<file path="config.mk">
export PLATFORM = sky130hd
export DESIGN_NAME = spi_regframe_ctrl
export DESIGN_NICKNAME = d
export VERILOG_FILES = /design/src/rtl/spi_regframe_pkg.sv /design/src/rtl/regframe_crc5.sv /design/src/rtl/regframe_tick.sv /design/src/rtl/regframe_shifter.sv /design/src/rtl/spi_regframe_ctrl.sv
export SDC_FILE = /design/constraint.sdc
export NUM_CORES = 1
export LEC_CHECK = 0
export ABC_AREA = 1
export BUFFER_PORTS_ARGS = -buffer_cell sky130_fd_sc_hd__buf_4
export CAP_MARGIN = 20
export CORE_ASPECT_RATIO = 0.9
export CORE_MARGIN = 2
export CORE_UTILIZATION = 40
export DETAILED_ROUTE_END_ITERATION = 8
export GPL_ROUTABILITY_DRIVEN = 0
export MAX_ROUTING_LAYER = met4
export SYNTH_ARGS = -nofsm -noshare
export SYNTH_HDL_FRONTEND = slang
export SYNTH_SLANG_ARGS = --single-unit
export TNS_END_PERCENT = 1
</file>
<file path="constraint.sdc">
create_clock -name clk -period 9.3 [get_ports clk]
set_clock_uncertainty 0.05 [all_clocks]
set_input_delay 0.93 -clock clk [delete_from_list [all_inputs] [get_ports clk]]
set_output_delay 0.93 -clock clk [all_outputs]
set_load 0.01 [all_outputs]
</file>
<file path="src/rtl/spi_regframe_pkg.sv">
package spi_regframe_pkg;

    localparam int BYTE_W = 8;
    localparam int CRC_W  = 5;
    localparam logic [CRC_W-1:0] CRC_SEED = 5'h1F;
    localparam logic [CRC_W-1:0] CRC_POLY = 5'h15;
    localparam int CRC_TAIL = 3;

    typedef enum logic [2:0] {
        ST_IDLE,
        ST_LEAD,
        ST_SHIFT,
        ST_TRAIL,
        ST_DONE
    } fsm_e;

    function automatic logic [CRC_W-1:0] crc5_next(input logic [CRC_W-1:0] s, input logic b);
        logic [CRC_W-1:0] sh;
        sh = {s[CRC_W-2:0], 1'b0};
        return (b ^ s[CRC_W-1]) ? (CRC_POLY ^ sh) : sh;
    endfunction

endpackage

</file>
<file path="src/rtl/regframe_crc5.sv">
module regframe_crc5
    import spi_regframe_pkg::*;
#(
    parameter int SKIP = 0
) (
    input  logic [2*BYTE_W-1:0] frame,
    output logic [CRC_W-1:0]    crc
);
    localparam int NBITS = 2*BYTE_W - SKIP;

    logic [CRC_W-1:0] acc;

    always_comb begin
        acc = CRC_SEED;
        for (int i = NBITS-1; i >= 0; i--) begin
            acc = crc5_next(acc, frame[i]);
        end
        for (int j = 0; j < CRC_TAIL; j++) begin
            acc = crc5_next(acc, 1'b0);
        end
        crc = acc;
    end

endmodule

</file>
<file path="src/rtl/regframe_tick.sv">
module regframe_tick #(
    parameter int HALF = 2
) (
    input  logic clk,
    input  logic rst_n,
    input  logic run,
    output logic tick
);
    localparam int CW = (HALF > 1) ? $clog2(HALF) : 1;
    localparam logic [CW-1:0] LAST = CW'(HALF - 1);

    generate
        if (HALF == 1) begin : g_every
            assign tick = run;
        end else begin : g_count
            logic [CW-1:0] cnt;
            always_ff @(posedge clk or negedge rst_n) begin
                if (!rst_n) begin
                    cnt <= '0;
                end else if (!run || cnt == LAST) begin
                    cnt <= '0;
                end else begin
                    cnt <= cnt + 1'b1;
                end
            end
            assign tick = run && (cnt == LAST);
        end
    endgenerate

endmodule

</file>
<file path="src/rtl/regframe_shifter.sv">
module regframe_shifter #(
    parameter int FRAME_W = 24
) (
    input  logic               clk,
    input  logic               rst_n,
    input  logic               load,
    input  logic [FRAME_W-1:0] load_val,
    input  logic               shift_out,
    input  logic               sample,
    input  logic               serial_in,
    output logic               serial_out,
    output logic [FRAME_W-1:0] rx_word
);
    logic [FRAME_W-1:0] tx_sr;

    always_ff @(posedge clk or negedge rst_n) begin
        if (!rst_n) begin
            tx_sr <= '0;
        end else if (load) begin
            tx_sr <= load_val;
        end else if (shift_out) begin
            tx_sr <= {tx_sr[FRAME_W-2:0], 1'b0};
        end
    end

    always_ff @(posedge clk or negedge rst_n) begin
        if (!rst_n) begin
            rx_word <= '0;
        end else if (load) begin
            rx_word <= '0;
        end else if (sample) begin
            rx_word <= {rx_word[FRAME_W-2:0], serial_in};
        end
    end

    assign serial_out = tx_sr[FRAME_W-1];

endmodule

</file>
<file path="src/rtl/spi_regframe_ctrl.sv">
module spi_regframe_ctrl
    import spi_regframe_pkg::*;
#(
    parameter int CHIP_W   = 2,
    parameter int ADDR_W   = 5,
    parameter int HALF_DIV = 2
) (
    input  logic              clk,
    input  logic              rst_n,
    input  logic              start,
    input  logic [ADDR_W-1:0] addr,
    input  logic [CHIP_W-1:0] chip_addr,
    input  logic              rw,
    input  logic [BYTE_W-1:0] wdata,
    input  logic              crc_en,
    output logic              busy,
    output logic              done,
    output logic [BYTE_W-1:0] rdata,
    output logic [BYTE_W-1:0] diag0,
    output logic [BYTE_W-1:0] diag1,
    output logic              crc_err,
    output logic              sclk,
    output logic              mosi,
    input  logic              miso,
    output logic              cs_n
);
    localparam int CMD_W    = CHIP_W + ADDR_W + 1;
    localparam int FRAME_W  = 3 * BYTE_W;
    localparam int SHORT_W  = 2 * BYTE_W;
    localparam int BCW      = $clog2(FRAME_W + 1);
    localparam logic [BCW-1:0] BITS_LONG  = BCW'(FRAME_W);
    localparam logic [BCW-1:0] BITS_SHORT = BCW'(SHORT_W);

    fsm_e state, nxt;

    logic              tick;
    logic              in_frame;
    logic              accept;
    logic              rise_ev;
    logic              fall_ev;
    logic              crc_en_q;
    logic              rw_q;
    logic [BCW-1:0]    bitcnt;
    logic [BCW-1:0]    last_bit;
    logic [CMD_W-1:0]  cmd_byte;
    logic [CRC_W-1:0]  crc_tx;
    logic [CRC_W-1:0]  crc_rx;
    logic [FRAME_W-1:0] tx_frame;
    logic [FRAME_W-1:0] rx_word;
    logic [FRAME_W-1:0] rx_norm;
    logic              tx_bit;
    logic              crc_ok;

    // command byte: device select high, register address, direction in bit 0
    assign cmd_byte = {chip_addr, addr, rw};

    regframe_crc5 #(.SKIP(0)) i_crc_enc (
        .frame ({cmd_byte, wdata}),
        .crc   (crc_tx)
    );

    assign tx_frame = {cmd_byte, wdata,
                       crc_en ? {{(BYTE_W-CRC_W){1'b0}}, crc_tx} : {BYTE_W{1'b0}}};

    assign in_frame = (state == ST_LEAD) || (state == ST_SHIFT) || (state == ST_TRAIL);
    assign accept   = (state == ST_IDLE) && start;
    assign rise_ev  = tick && ((state == ST_LEAD) || ((state == ST_SHIFT) && !sclk));
    assign fall_ev  = tick && (state == ST_SHIFT) && sclk;
    assign last_bit = crc_en_q ? BITS_LONG : BITS_SHORT;

    regframe_tick #(.HALF(HALF_DIV)) i_tick (
        .clk   (clk),
        .rst_n (rst_n),
        .run   (in_frame),
        .tick  (tick)
    );

    regframe_shifter #(.FRAME_W(FRAME_W)) i_shift (
        .clk        (clk),
        .rst_n      (rst_n),
        .load       (accept),
        .load_val   (tx_frame),
        .shift_out  (fall_ev),
        .sample     (rise_ev),
        .serial_in  (miso),
        .serial_out (tx_bit),
        .rx_word    (rx_word)
    );

    // response aligned so byte 1 always sits in the top byte
    assign rx_norm = crc_en_q ? rx_word : {rx_word[SHORT_W-1:0], {BYTE_W{1'b0}}};

    regframe_crc5 #(.SKIP(2)) i_crc_dec (
        .frame (rx_norm[FRAME_W-1:BYTE_W]),
        .crc   (crc_rx)
    );

    assign crc_ok = !crc_en_q ||
                    ((rx_norm[BYTE_W-1:0] & BYTE_W'(8'h1F)) == {{(BYTE_W-CRC_W){1'b0}}, crc_rx});

    // state register
    always_ff @(posedge clk or negedge rst_n) begin
        if (!rst_n) begin
            state <= ST_IDLE;
        end else begin
            state <= nxt;
        end
    end

    always_comb begin
        nxt = state;
        unique case (state)
            ST_IDLE:  if (start) nxt = ST_LEAD;
            ST_LEAD:  if (tick) nxt = ST_SHIFT;
            ST_SHIFT: if (fall_ev && bitcnt == last_bit) nxt = ST_TRAIL;
            ST_TRAIL: if (tick) nxt = ST_DONE;
            ST_DONE:  nxt = ST_IDLE;
            default:  nxt = ST_IDLE;
        endcase
    end

    // frame bookkeeping and link clock
    always_ff @(posedge clk or negedge rst_n) begin
        if (!rst_n) begin
            sclk     <= 1'b0;
            bitcnt   <= '0;
            crc_en_q <= 1'b0;
            rw_q     <= 1'b0;
        end else begin
            if (accept) begin
                bitcnt   <= '0;
                crc_en_q <= crc_en;
                rw_q     <= rw;
            end
            if (rise_ev) begin
                sclk   <= 1'b1;
                bitcnt <= bitcnt + 1'b1;
            end else if (fall_ev) begin
                sclk <= 1'b0;
            end
        end
    end

    // host-side results, registered on the edge into ST_DONE
    always_ff @(posedge clk or negedge rst_n) begin
        if (!rst_n) begin
            rdata   <= '0;
            diag0   <= '0;
            diag1   <= '0;
            crc_err <= 1'b0;
        end else if (state == ST_TRAIL && tick) begin
            crc_err <= !crc_ok;
            if (crc_ok) begin
                diag0 <= rx_norm[FRAME_W-1 -: BYTE_W];
                if (rw_q) begin
                    diag1 <= rx_norm[FRAME_W-BYTE_W-1 -: BYTE_W];
                end else begin
                    rdata <= rx_norm[FRAME_W-BYTE_W-1 -: BYTE_W];
                end
            end
        end
    end

    assign busy = (state != ST_IDLE);
    assign done = (state == ST_DONE);
    assign cs_n = !in_frame;
    assign mosi = in_frame && tx_bit;

endmodule

</file>
==> results.py, run 1 <==
metrics = {
    "status": {
        "outcome": "completed",
    },
    "detailed_routing": {
        "via_count": 4770,
        "routed_wire_length_per_instance_um": 13.81,
        "drcViolationCount": 0,
        "vias_per_cell": 5.253,
        "antenna_left": 0,
        "detailedRoute.firstIterationViolations": 365,
        "finalWirelength_mm": 12.54,
        "count_of_tritonroute_iterations_in_the_first_routing_pass": 5,
    },
    "critical_path": {
        "worst_setup_path_start_kind": "flop",
        "critical_path_required_ns": 9.44,
        "timing.setup.critical_path_class": "reg2reg",
        "timing.critical_path.mode_cell": "sky130_fd_sc_hd__nand2_1",
        "critical_path.slowest_cell": "sky130_fd_sc_hd__dfrtp_1",
        "max_stage_delay_ns": 0.56,
        "worst_endpoint_data_arrival_time_ns": 4.24,
        "critical_path.max_fanout": 25,
        "endpoint_kind": "flop",
    },
    "cells_and_area": {
        "share_of_post_route_cells_with_drive_strength_above_1": 0.1452,
        "num-nets-final": 763,
        "antennaDiodeCount": 0,
        "area_growth_pct": 15.61,
    },
    "global_routing": {
        "met1_usage": 0.2553,
        "largest_net_degree_at_the_start_of_global_routing": 86,
        "global_route.usage.total": 0.1858,
        "global_route.peak_usage_layer": "met2",
        "met3_usage": 0.03735,
        "globalRouteMet2Util": 0.2833,
        "number_of_global_route_vias_before_repair": 4556,
        "initial_antenna_violation_count": 0,
        "global_route.overflow_total": 0,
        "grt_pass1_wl_mm": 21.13,
    },
    "power_and_ir_drop": {
        "p_seq_frac": 0.333,
        "power_frac_clock": 0.306,
        "powerDensity_nw_per_um2": 193.6,
        "power.switching_fraction": 0.3618,
        "maximum_resistive_drop_on_vdd_mv": 0.08962,
        "leakage_nw": 3.259,
        "internal_power_uw": 753.6,
        "p_switching_uw": 427.1,
        "power.combinational.fraction": 0.361,
    },
    "synthesis": {
        "netlist.area_leader.share": 0.4032,
        "mappedNetlistArea_sq_um": 5275,
        "synthFlopType": "sky130_fd_sc_hd__dfrtp_1",
        "yosysWarnings": 0,
        "netlist-cell-type-count": 42,
        "avgSynthCellArea_sq_um": 7.568,
        "synth.yosys.seq_area_share": 0.4032,
        "synth_cells": 697,
        "leading_cell_types_by_total_area_after_synthesis": "sky130_fd_sc_hd__dfrtp_1, sky130_fd_sc_hd__nand2_1, sky130_fd_sc_hd__nand3_1",
        "asyncSetResetFlopFracSynth": 1.000,
        "synth_seq_cells": 85,
        "post_synth_edffs": 0,
        "postSynthNetCount": 720,
        "yosysTopAreaCell": "sky130_fd_sc_hd__dfrtp_1",
    },
    "floorplan": {
        "die_area_sq_um": 14120,
        "num_rows": 39,
        "initial_utilization": 0.4126,
        "die_x_um": 125.1,
        "top_level_ports": 51,
        "die-height_um": 112.9,
        "fp.coreArea_sq_um": 12780,
    },
    "clock_tree": {
        "resized_cells_post_cts": 0,
        "numClockSinks": 85,
        "number_of_levels_in_the_clock_h_tree": 3,
        "cts_setup_buffers": 0,
        "cts_tree": "yes",
        "worstSkewPairLatency_ns": 0.33,
        "cts-buffers-inserted": 9,
        "cell_chosen_for_the_clock_root": "sky130_fd_sc_hd__clkbuf_16",
        "cts.reportedPaths.clkPinSlew_ns": 0.06,
        "hold_buffers": 0,
        "number_of_buffers_between_clock_root_and_the_deepest_sink": 2,
    },
    "place": {
        "port_buffers": 50,
        "post-dp-hpwl_mm": 9.032,
    },
    "timing": {
        "setup-violations-final": 0,
        "slew_viol_final": 0,
        "final.period_utilization": 0.4411,
        "slew-limit-headroom": 0.3563,
        "rsz_0062_raised_after_global_routing": "false",
        "fmaxAchievable_ghz": 0.2438,
        "holdWs_ns": 0.3869,
        "final_report_hold_violation_count": 0,
        "finalSetupTns_ns": 0,
        "worst_slew_pin_slew_ns": 0.9645,
        "layout_min_cycle_time_ns": 4.102,
    },
    "job": {
        "drv.max_cap_violation_count": 0,
    },
    "hold_path": {
        "timing.hold.worst.class": "reg2reg",
    },
}
==> path summary, 6_finish.rpt <==
check | start | end | slack (ns) | cells after the start
min in group asynchronous | rst_n | diag1[4] | 0.41 | 1
worst max register to register | crc_en_q | diag0[2] | 5.20 | 26
worst min register to register | i_tick.g_count.cnt | i_tick.g_count.cnt | 0.39 | 1
max in group asynchronous | rst_n | diag1[7] | 8.18 | 2
worst min-delay path | i_tick.g_count.cnt | i_tick.g_count.cnt | 0.39 | 1
worst max-delay path | crc_en_q | diag0[2] | 5.20 | 26
==> cell type report <==
class,count,area (sq um)
Inverter,88,330.3
Multi-Input combinational cell,500,2674
Tap cell,164,205.2
Clock buffer,12,256.5
Clock inverter,3,45.04
Sequential cell,85,2127
Fill cell,1270,6686
Timing Repair Buffer,56,460.4
==> power groups by stage <==
stage,Combinational [mW],Sequential [mW],Clock (mW)
2_1_floorplan,0.353,0.396,0
3_3_place_gp,0.398,0.401,0
3_5_place_dp,0.414,0.401,0
4_1_cts,0.416,0.394,0.368
5_1_grt,0.476,0.394,0.385
6_report,0.426,0.393,0.362
==> state kept, by name, summed over array words and instances (netlist names) <==
name                flops
crc_err                 1
crc_en_q                1
bitcnt                  5
rw_q                    1
diag0                   8
i_shift.tx_sr          24
sclk                    1
state                   3
i_shift.rx_word        24
rdata                   8
diag1                   8
i_tick.g_count.cnt      1
==> Yosys cell counts, drive strengths merged, types with 2 or more instances <==
library cell	instances
a21oi	7
a221oi	2
a22oi	4
buf	9
clkbuf	15
clkinv	2
dfrtp	85
ha	2
inv	86
nand2	217
nand3	101
nand3b	7
nand4	18
nor2	28
nor3	4
o211ai	4
o21ai	55
o221ai	4
o22ai	9
o31ai	5
xnor2	7
xnor3	5
xor2	16
==> cells in the final DEF, fill, tap and decap left out, types with 5 or more instances in the layout <==
master,n
sky130_fd_sc_hd__buf_4,54
sky130_fd_sc_hd__xnor2_1,7
sky130_fd_sc_hd__inv_1,85
sky130_fd_sc_hd__nand4_1,18
sky130_fd_sc_hd__nand2_2,19
sky130_fd_sc_hd__xnor3_1,5
sky130_fd_sc_hd__dfrtp_1,85
sky130_fd_sc_hd__nor2_1,27
sky130_fd_sc_hd__nand3b_1,5
sky130_fd_sc_hd__nand2_1,193
sky130_fd_sc_hd__nand2_4,5
sky130_fd_sc_hd__o21ai_0,45
sky130_fd_sc_hd__o31ai_1,5
sky130_fd_sc_hd__a21oi_1,7
sky130_fd_sc_hd__o21ai_1,8
sky130_fd_sc_hd__o22ai_1,9
sky130_fd_sc_hd__nand3_1,95
sky130_fd_sc_hd__xor2_1,15
sky130_fd_sc_hd__clkbuf_16,9
==> worst max-delay path: cells and delay by family (launching register included) <==
| kind | cells | cell delay [ns] |
|---|---|---|
| and+or+nand+nor | 21 | 2.24 |
| buffers and inverters | 1 | 0.25 |
| AOI/OAI and AO/OA | 2 | 0.29 |
| DFF | 1 | 0.56 |
| xor gates and xnor gates | 2 | 0.54 |
==> through the flow <==
step                  util  worst slack (ns)  area, sq um  power (mW)  instances
finish              0.4770             5.198         6098       1.181        908
global route        0.4770             4.810         6098       1.255        908
CTS                 0.4727             4.851         6043       1.179        906
detailed placement  0.4491             4.861         5742      0.8148        891
global placement    0.4491             5.064         5742      0.7991        891
floorplan                -             5.708         5275      0.7491        697
==> routing by layer <==
layer  up-vias  share of wire
met2       111           0.44
met3        15          0.040
li1       2392              -
met1      2252           0.51
met4         0          0.012
met5         -              0
==> cell families (layout without fill, tap and decap cells) <==
group | Yosys count | count (layout) | share of synthesized area
AO/OA/AOI/OAI | 94 | 94 | 0.1065
adder cells (fa/ha/maj) | 2 | 2 | 0.004743
buffers and inverters | 112 | 159 | 0.08989
AND/OR/NAND/NOR | 376 | 376 | 0.3347
XOR/XNOR | 28 | 28 | 0.06096
flip-flops | 85 | 85 | 0.4032
Note: power is estimated with default switching activity, not from simulation.
==> inputs of run 2 (changes only) <==
==> constraint.sdc (replaced) <==
create_clock -name clk -period 4.1 [get_ports clk]
set_clock_uncertainty 0.05 [all_clocks]
set_input_delay 0.41 -clock clk [delete_from_list [all_inputs] [get_ports clk]]
set_output_delay 0.41 -clock clk [all_outputs]
set_load 0.01 [all_outputs]
==> results.py, run 2 (synthesis results as in run 1) <==
metrics = {
    "detailed_routing": {
        "vias_per_cell": 5.223,
        "finalWirelength_mm": 12.59,
        "count_of_tritonroute_iterations_in_the_first_routing_pass": 5,
        "detailedRoute.firstIterationViolations": 346,
        "met1Wirelength_mm": 6.369,
        "routed_wire_length_per_instance_um": 13.82,
        "via_count": 4758,
        "antenna_left": 0,
        "routed.top_layer": "met4",
        "drcViolationCount": 0,
        "dr_wl_met3_um": 579,
        "met2WireLength_mm": 5.528,
    },
    "power_and_ir_drop": {
        "maximum_resistive_drop_on_vdd_mv": 0.2083,
        "leakage_nw": 3.262,
        "powerDensity_nw_per_um2": 442.3,
    },
    "floorplan": {
        "num_rows": 39,
        "initial_utilization": 0.4126,
        "die_x_um": 125.1,
        "top_level_ports": 51,
        "fp.coreArea_sq_um": 12780,
        "die-height_um": 112.9,
        "die_area_sq_um": 14120,
    },
    "timing": {
        "finalSetupTns_ns": 0,
        "slew-limit-headroom": 0.3449,
        "final_report_hold_violation_count": 0,
        "fin_ws_ns": 0.4360,
        "final.period_utilization": 0.8937,
        "fmaxAchievable_ghz": 0.2729,
        "layout_min_cycle_time_ns": 3.664,
        "worst_slew_pin_slew_ns": 0.9816,
        "slew_viol_final": 0,
        "setup-violations-final": 0,
    },
    "cells_and_area": {
        "final_cell_area_sq_um": 6112,
        "top_regs": "i_shift.rx_word (24), i_shift.tx_sr (24)",
        "fillerInstances": 1226,
        "post-route-util": 0.4781,
        "share_of_post_route_cells_with_drive_strength_above_1": 0.1526,
        "area_growth_pct": 15.87,
        "antennaDiodeCount": 0,
        "layout.cells.most_common_list": "sky130_fd_sc_hd__nand2_1, sky130_fd_sc_hd__nand3_1, sky130_fd_sc_hd__inv_1, sky130_fd_sc_hd__dfrtp_1, sky130_fd_sc_hd__buf_4",
        "num-nets-final": 765,
        "layout_commonest_cell": "sky130_fd_sc_hd__nand2_1",
    },
    "clock_tree": {
        "cts-buffers-inserted": 9,
        "number_of_levels_in_the_clock_h_tree": 3,
        "cell_chosen_for_the_clock_root": "sky130_fd_sc_hd__clkbuf_16",
        "cts_tree": "yes",
        "worstSkewPairLatency_ns": 0.34,
        "cts.reportedPaths.clkPinSlew_ns": 0.06,
        "cts_setup_buffers": 0,
        "numClockSinks": 85,
        "hold_buffers": 0,
        "number_of_buffers_between_clock_root_and_the_deepest_sink": 2,
    },
    "global_routing": {
        "global_route.usage.total": 0.1880,
        "largest_net_degree_at_the_start_of_global_routing": 53,
        "number_of_global_route_vias_before_repair": 4473,
        "global_route.overflow_total": 0,
        "initial_antenna_violation_count": 0,
        "grt_pass1_wl_mm": 21.33,
    },
    "critical_path": {
        "critical_path.slowest_cell": "sky130_fd_sc_hd__dfrtp_2",
        "worst_endpoint_data_arrival_time_ns": 3.81,
        "critical_path_required_ns": 4.25,
        "critical_path.max_fanout": 20,
        "endpoint_kind": "flop",
        "rr_worst_depth": 28,
        "max_stage_delay_ns": 0.52,
        "timing.setup.critical_path_class": "reg2reg",
        "worst_setup_path_start_kind": "flop",
        "timing.critical_path.mode_cell": "sky130_fd_sc_hd__nand2_1",
    },
    "place": {
        "post-dp-hpwl_mm": 9.407,
        "port_buffers": 50,
        "postPlaceCellArea_sq_um": 5772,
        "placement.setup.worst_slack_ns": 0.2896,
    },
    "hold_path": {
        "timing.hold.worst.class": "in2async",
    },
    "status": {
        "outcome": "completed",
    },
    "job": {
        "drv.max_cap_violation_count": 0,
    },
}
==> run 2: stage by stage <==
stage          power (mW)  hold WS (ns)  instances
2_1_floorplan       1.699       0.06441        697
3_3_place_gp        1.814        0.3683        895
3_5_place_dp        1.845        0.3768        895
4_1_cts             2.716       0.08081        911
5_1_grt             2.885        0.1178        911
6_report            2.703       0.06248        911
==> run 2: what timing repair did <==
action | in CTS | in global routing
gates resized for setup | 0 | 5
hold endpoints to repair | 0 | 0
endpoints found under the setup margin | 0 | 25
==> run 2: routing by layer <==
layer / global-route usage / vias to the layer above
met1: 0.2699 / 2255
met5: - / -
met4: 0.04370 / 0
met3: 0.03499 / 12
li1: - / 2387
met2: 0.2779 / 104
==> run 2: report_power, final <==
group,internal (mW),leakage (nW),switching [mW]
Sequential,0.870,1.07,0.0222
Clock,0.532,0.145,0.327
Combinational,0.335,2.04,0.616
Total,1.74,3.26,0.965
==> run 2: final timing paths <==
path                               startpoint                  to  slack, ns
hold / removal                          rst_n            diag1[5]       0.06
min in group clk                         miso  i_shift.rx_word[0]       0.25
hold reg to reg            i_tick.g_count.cnt  i_tick.g_count.cnt       0.39
max in group asynchronous               rst_n            crc_en_q       3.01
setup / recovery                     crc_en_q            diag0[1]       0.44
setup reg to reg                     crc_en_q            diag0[1]       0.44
==> run 2: area by class of cell <==
| cell class | count | area, sq um | area share |
|---|---|---|---|
| clock buffer | 10 | 229.0 | 0.03746 |
| clock inverter | 6 | 87.58 | 0.01433 |
| inverter | 88 | 330.3 | 0.05404 |
| multi-input combinational | 500 | 2696 | 0.4411 |
| sequential | 85 | 2128 | 0.3482 |
| tap | 164 | 205.2 | 0.03357 |
| timing repair buffer | 58 | 435.4 | 0.07124 |
==> run 2: critical path: cells and delay by family, from the launching register on <==
family | cells | cell delay, ns
simple gates | 24 | 2.19
flops | 1 | 0.52
xor+xnor | 2 | 0.37
compound gates | 2 | 0.35
==> inputs of run 3 (changes only) <==
==> constraint.sdc (replaced) <==
create_clock -name clk -period 4.1 [get_ports clk]
set_clock_uncertainty 0.05 [all_clocks]
set_input_delay 0.205 -clock clk [delete_from_list [all_inputs] [get_ports clk]]
set_output_delay 0.205 -clock clk [all_outputs]
set_load 0.01 [all_outputs]
==> results.py, run 3 (synthesis results as in run 1) <==
metrics = {
    "place": {
        "port_buffers": 50,
        "post-dp-hpwl_mm": 9.167,
        "dpl.cell_count": 895,
    },
    "timing": {
        "holdWs_ns": 0.04242,
        "final.period_utilization": 0.8896,
        "final_report_hold_violation_count": 0,
        "slew_viol_final": 0,
        "layout_min_cycle_time_ns": 3.647,
        "slew-limit-headroom": 0.3473,
        "rsz_0062_raised_after_global_routing": "false",
        "setup-violations-final": 0,
        "fmaxAchievable_ghz": 0.2742,
        "worst_slew_pin_slew_ns": 0.9780,
        "finalSetupTns_ns": 0,
    },
    "detailed_routing": {
        "vias_per_cell": 5.145,
        "via_count": 4692,
        "drcViolationCount": 0,
        "detailedRoute.firstIterationViolations": 412,
        "count_of_tritonroute_iterations_in_the_first_routing_pass": 4,
        "routed_wire_length_per_instance_um": 13.39,
        "antenna_left": 0,
        "finalWirelength_mm": 12.21,
    },
    "global_routing": {
        "largest_net_degree_at_the_start_of_global_routing": 45,
        "initial_antenna_violation_count": 0,
        "grt_pass1_wl_mm": 20.76,
        "number_of_global_route_vias_before_repair": 4314,
        "global_route.usage.total": 0.1841,
        "global_route.overflow_total": 0,
    },
    "cells_and_area": {
        "antennaDiodeCount": 0,
        "multiInputGateArea_sq_um": 2681,
        "area_growth_pct": 16.13,
        "num-nets-final": 766,
        "post-route-util": 0.4792,
        "layout_commonest_cell": "sky130_fd_sc_hd__nand2_1",
        "share_of_post_route_cells_with_drive_strength_above_1": 0.1524,
        "instances_no_fill": 912,
        "top_regs": "i_shift.rx_word (24), i_shift.tx_sr (24)",
        "layout.cells.most_common_list": "sky130_fd_sc_hd__nand2_1, sky130_fd_sc_hd__nand3_1, sky130_fd_sc_hd__inv_1, sky130_fd_sc_hd__dfrtp_1, sky130_fd_sc_hd__buf_4",
        "regArea_sq_um": 2128,
        "fillerInstances": 1257,
    },
    "critical_path": {
        "worst_setup_path_start_kind": "flop",
        "critical_path_required_ns": 4.26,
        "endpoint_kind": "flop",
        "critical_path.slowest_cell": "sky130_fd_sc_hd__dfrtp_2",
        "critical_path.max_fanout": 20,
        "worst_endpoint_data_arrival_time_ns": 3.81,
        "timing.critical_path.mode_cell": "sky130_fd_sc_hd__nand2_1",
        "max_stage_delay_ns": 0.51,
        "timing.setup.critical_path_class": "reg2reg",
    },
    "clock_tree": {
        "numClockSinks": 85,
        "cts.reportedPaths.clkPinSlew_ns": 0.06,
        "worstSkewPairLatency_ns": 0.34,
        "number_of_buffers_between_clock_root_and_the_deepest_sink": 2,
        "number_of_levels_in_the_clock_h_tree": 3,
        "cts_setup_buffers": 0,
        "cts_tree": "yes",
        "cts-buffers-inserted": 9,
        "cell_chosen_for_the_clock_root": "sky130_fd_sc_hd__clkbuf_16",
    },
    "power_and_ir_drop": {
        "leakage_nw": 3.269,
        "powerDensity_nw_per_um2": 446.5,
        "maximum_resistive_drop_on_vdd_mv": 0.2028,
        "design_power_total_mw": 2.735,
    },
    "floorplan": {
        "fp.coreArea_sq_um": 12780,
        "die_x_um": 125.1,
        "num_rows": 39,
        "top_level_ports": 51,
        "initial_utilization": 0.4126,
        "die-height_um": 112.9,
        "die_area_sq_um": 14120,
    },
    "hold_path": {
        "timing.hold.worst.class": "in2reg",
    },
    "job": {
        "drv.max_cap_violation_count": 0,
    },
    "status": {
        "outcome": "completed",
    },
}
-- run 3: layer usage --
layer	track usage	routed length (um)
met5	-	0
met4	0.04519	157
met3	0.03641	686
met2	0.2649	5153
met1	0.2682	6215
-- run 3: worst paths after layout --
check	startpoint	to	slack, ns	cells after the start
worst max-delay path	crc_en_q	diag0[1]	0.45	29
worst min-delay path	miso	i_shift.rx_word[0]	0.04	3
worst max register to register	crc_en_q	diag0[1]	0.45	29
worst min register to register	i_tick.g_count.cnt	i_tick.g_count.cnt	0.38	1
max in group asynchronous	rst_n	crc_en_q	2.68	3
min in group asynchronous	rst_n	diag1[6]	0.36	2
-- run 3: critical path: cells and delay by family (launching register included) --
family,cells,cell delay (ns)
compound gates,2,0.14
xor+xnor,2,0.45
flops,1,0.51
simple gates,25,2.36
-- run 3: cell type report --
cell class | count | area share
Multi-Input combinational cell | 500 | 0.4377
Sequential cell | 85 | 0.3474
Timing Repair Buffer | 59 | 0.07271
Inverter | 88 | 0.05392
Clock buffer | 11 | 0.04126
Tap cell | 164 | 0.03350
Clock inverter | 5 | 0.01348
-- run 3: power breakdown --
part / switching (mW) / internal, mW
clock: 0.334 / 0.567
sequential: 0.0211 / 0.870
combinational: 0.608 / 0.335
-- run 3: repair_timing --
item,4_1_cts,5_1_grt
hold buffers,1,0
setup endpoints to repair,0,25
resized for setup,0,2
hold endpoints to repair,43,0
-- run 3: stage by stage --
stage | instance area [sq um] | worst slack (ns)
finish | 6126 | 0.4526
floorplan | 5275 | 0.9078
detailed placement | 5772 | 0.3029
CTS | 6117 | 0.2744
global placement | 5772 | 0.4871
global route | 6126 | 0.02051
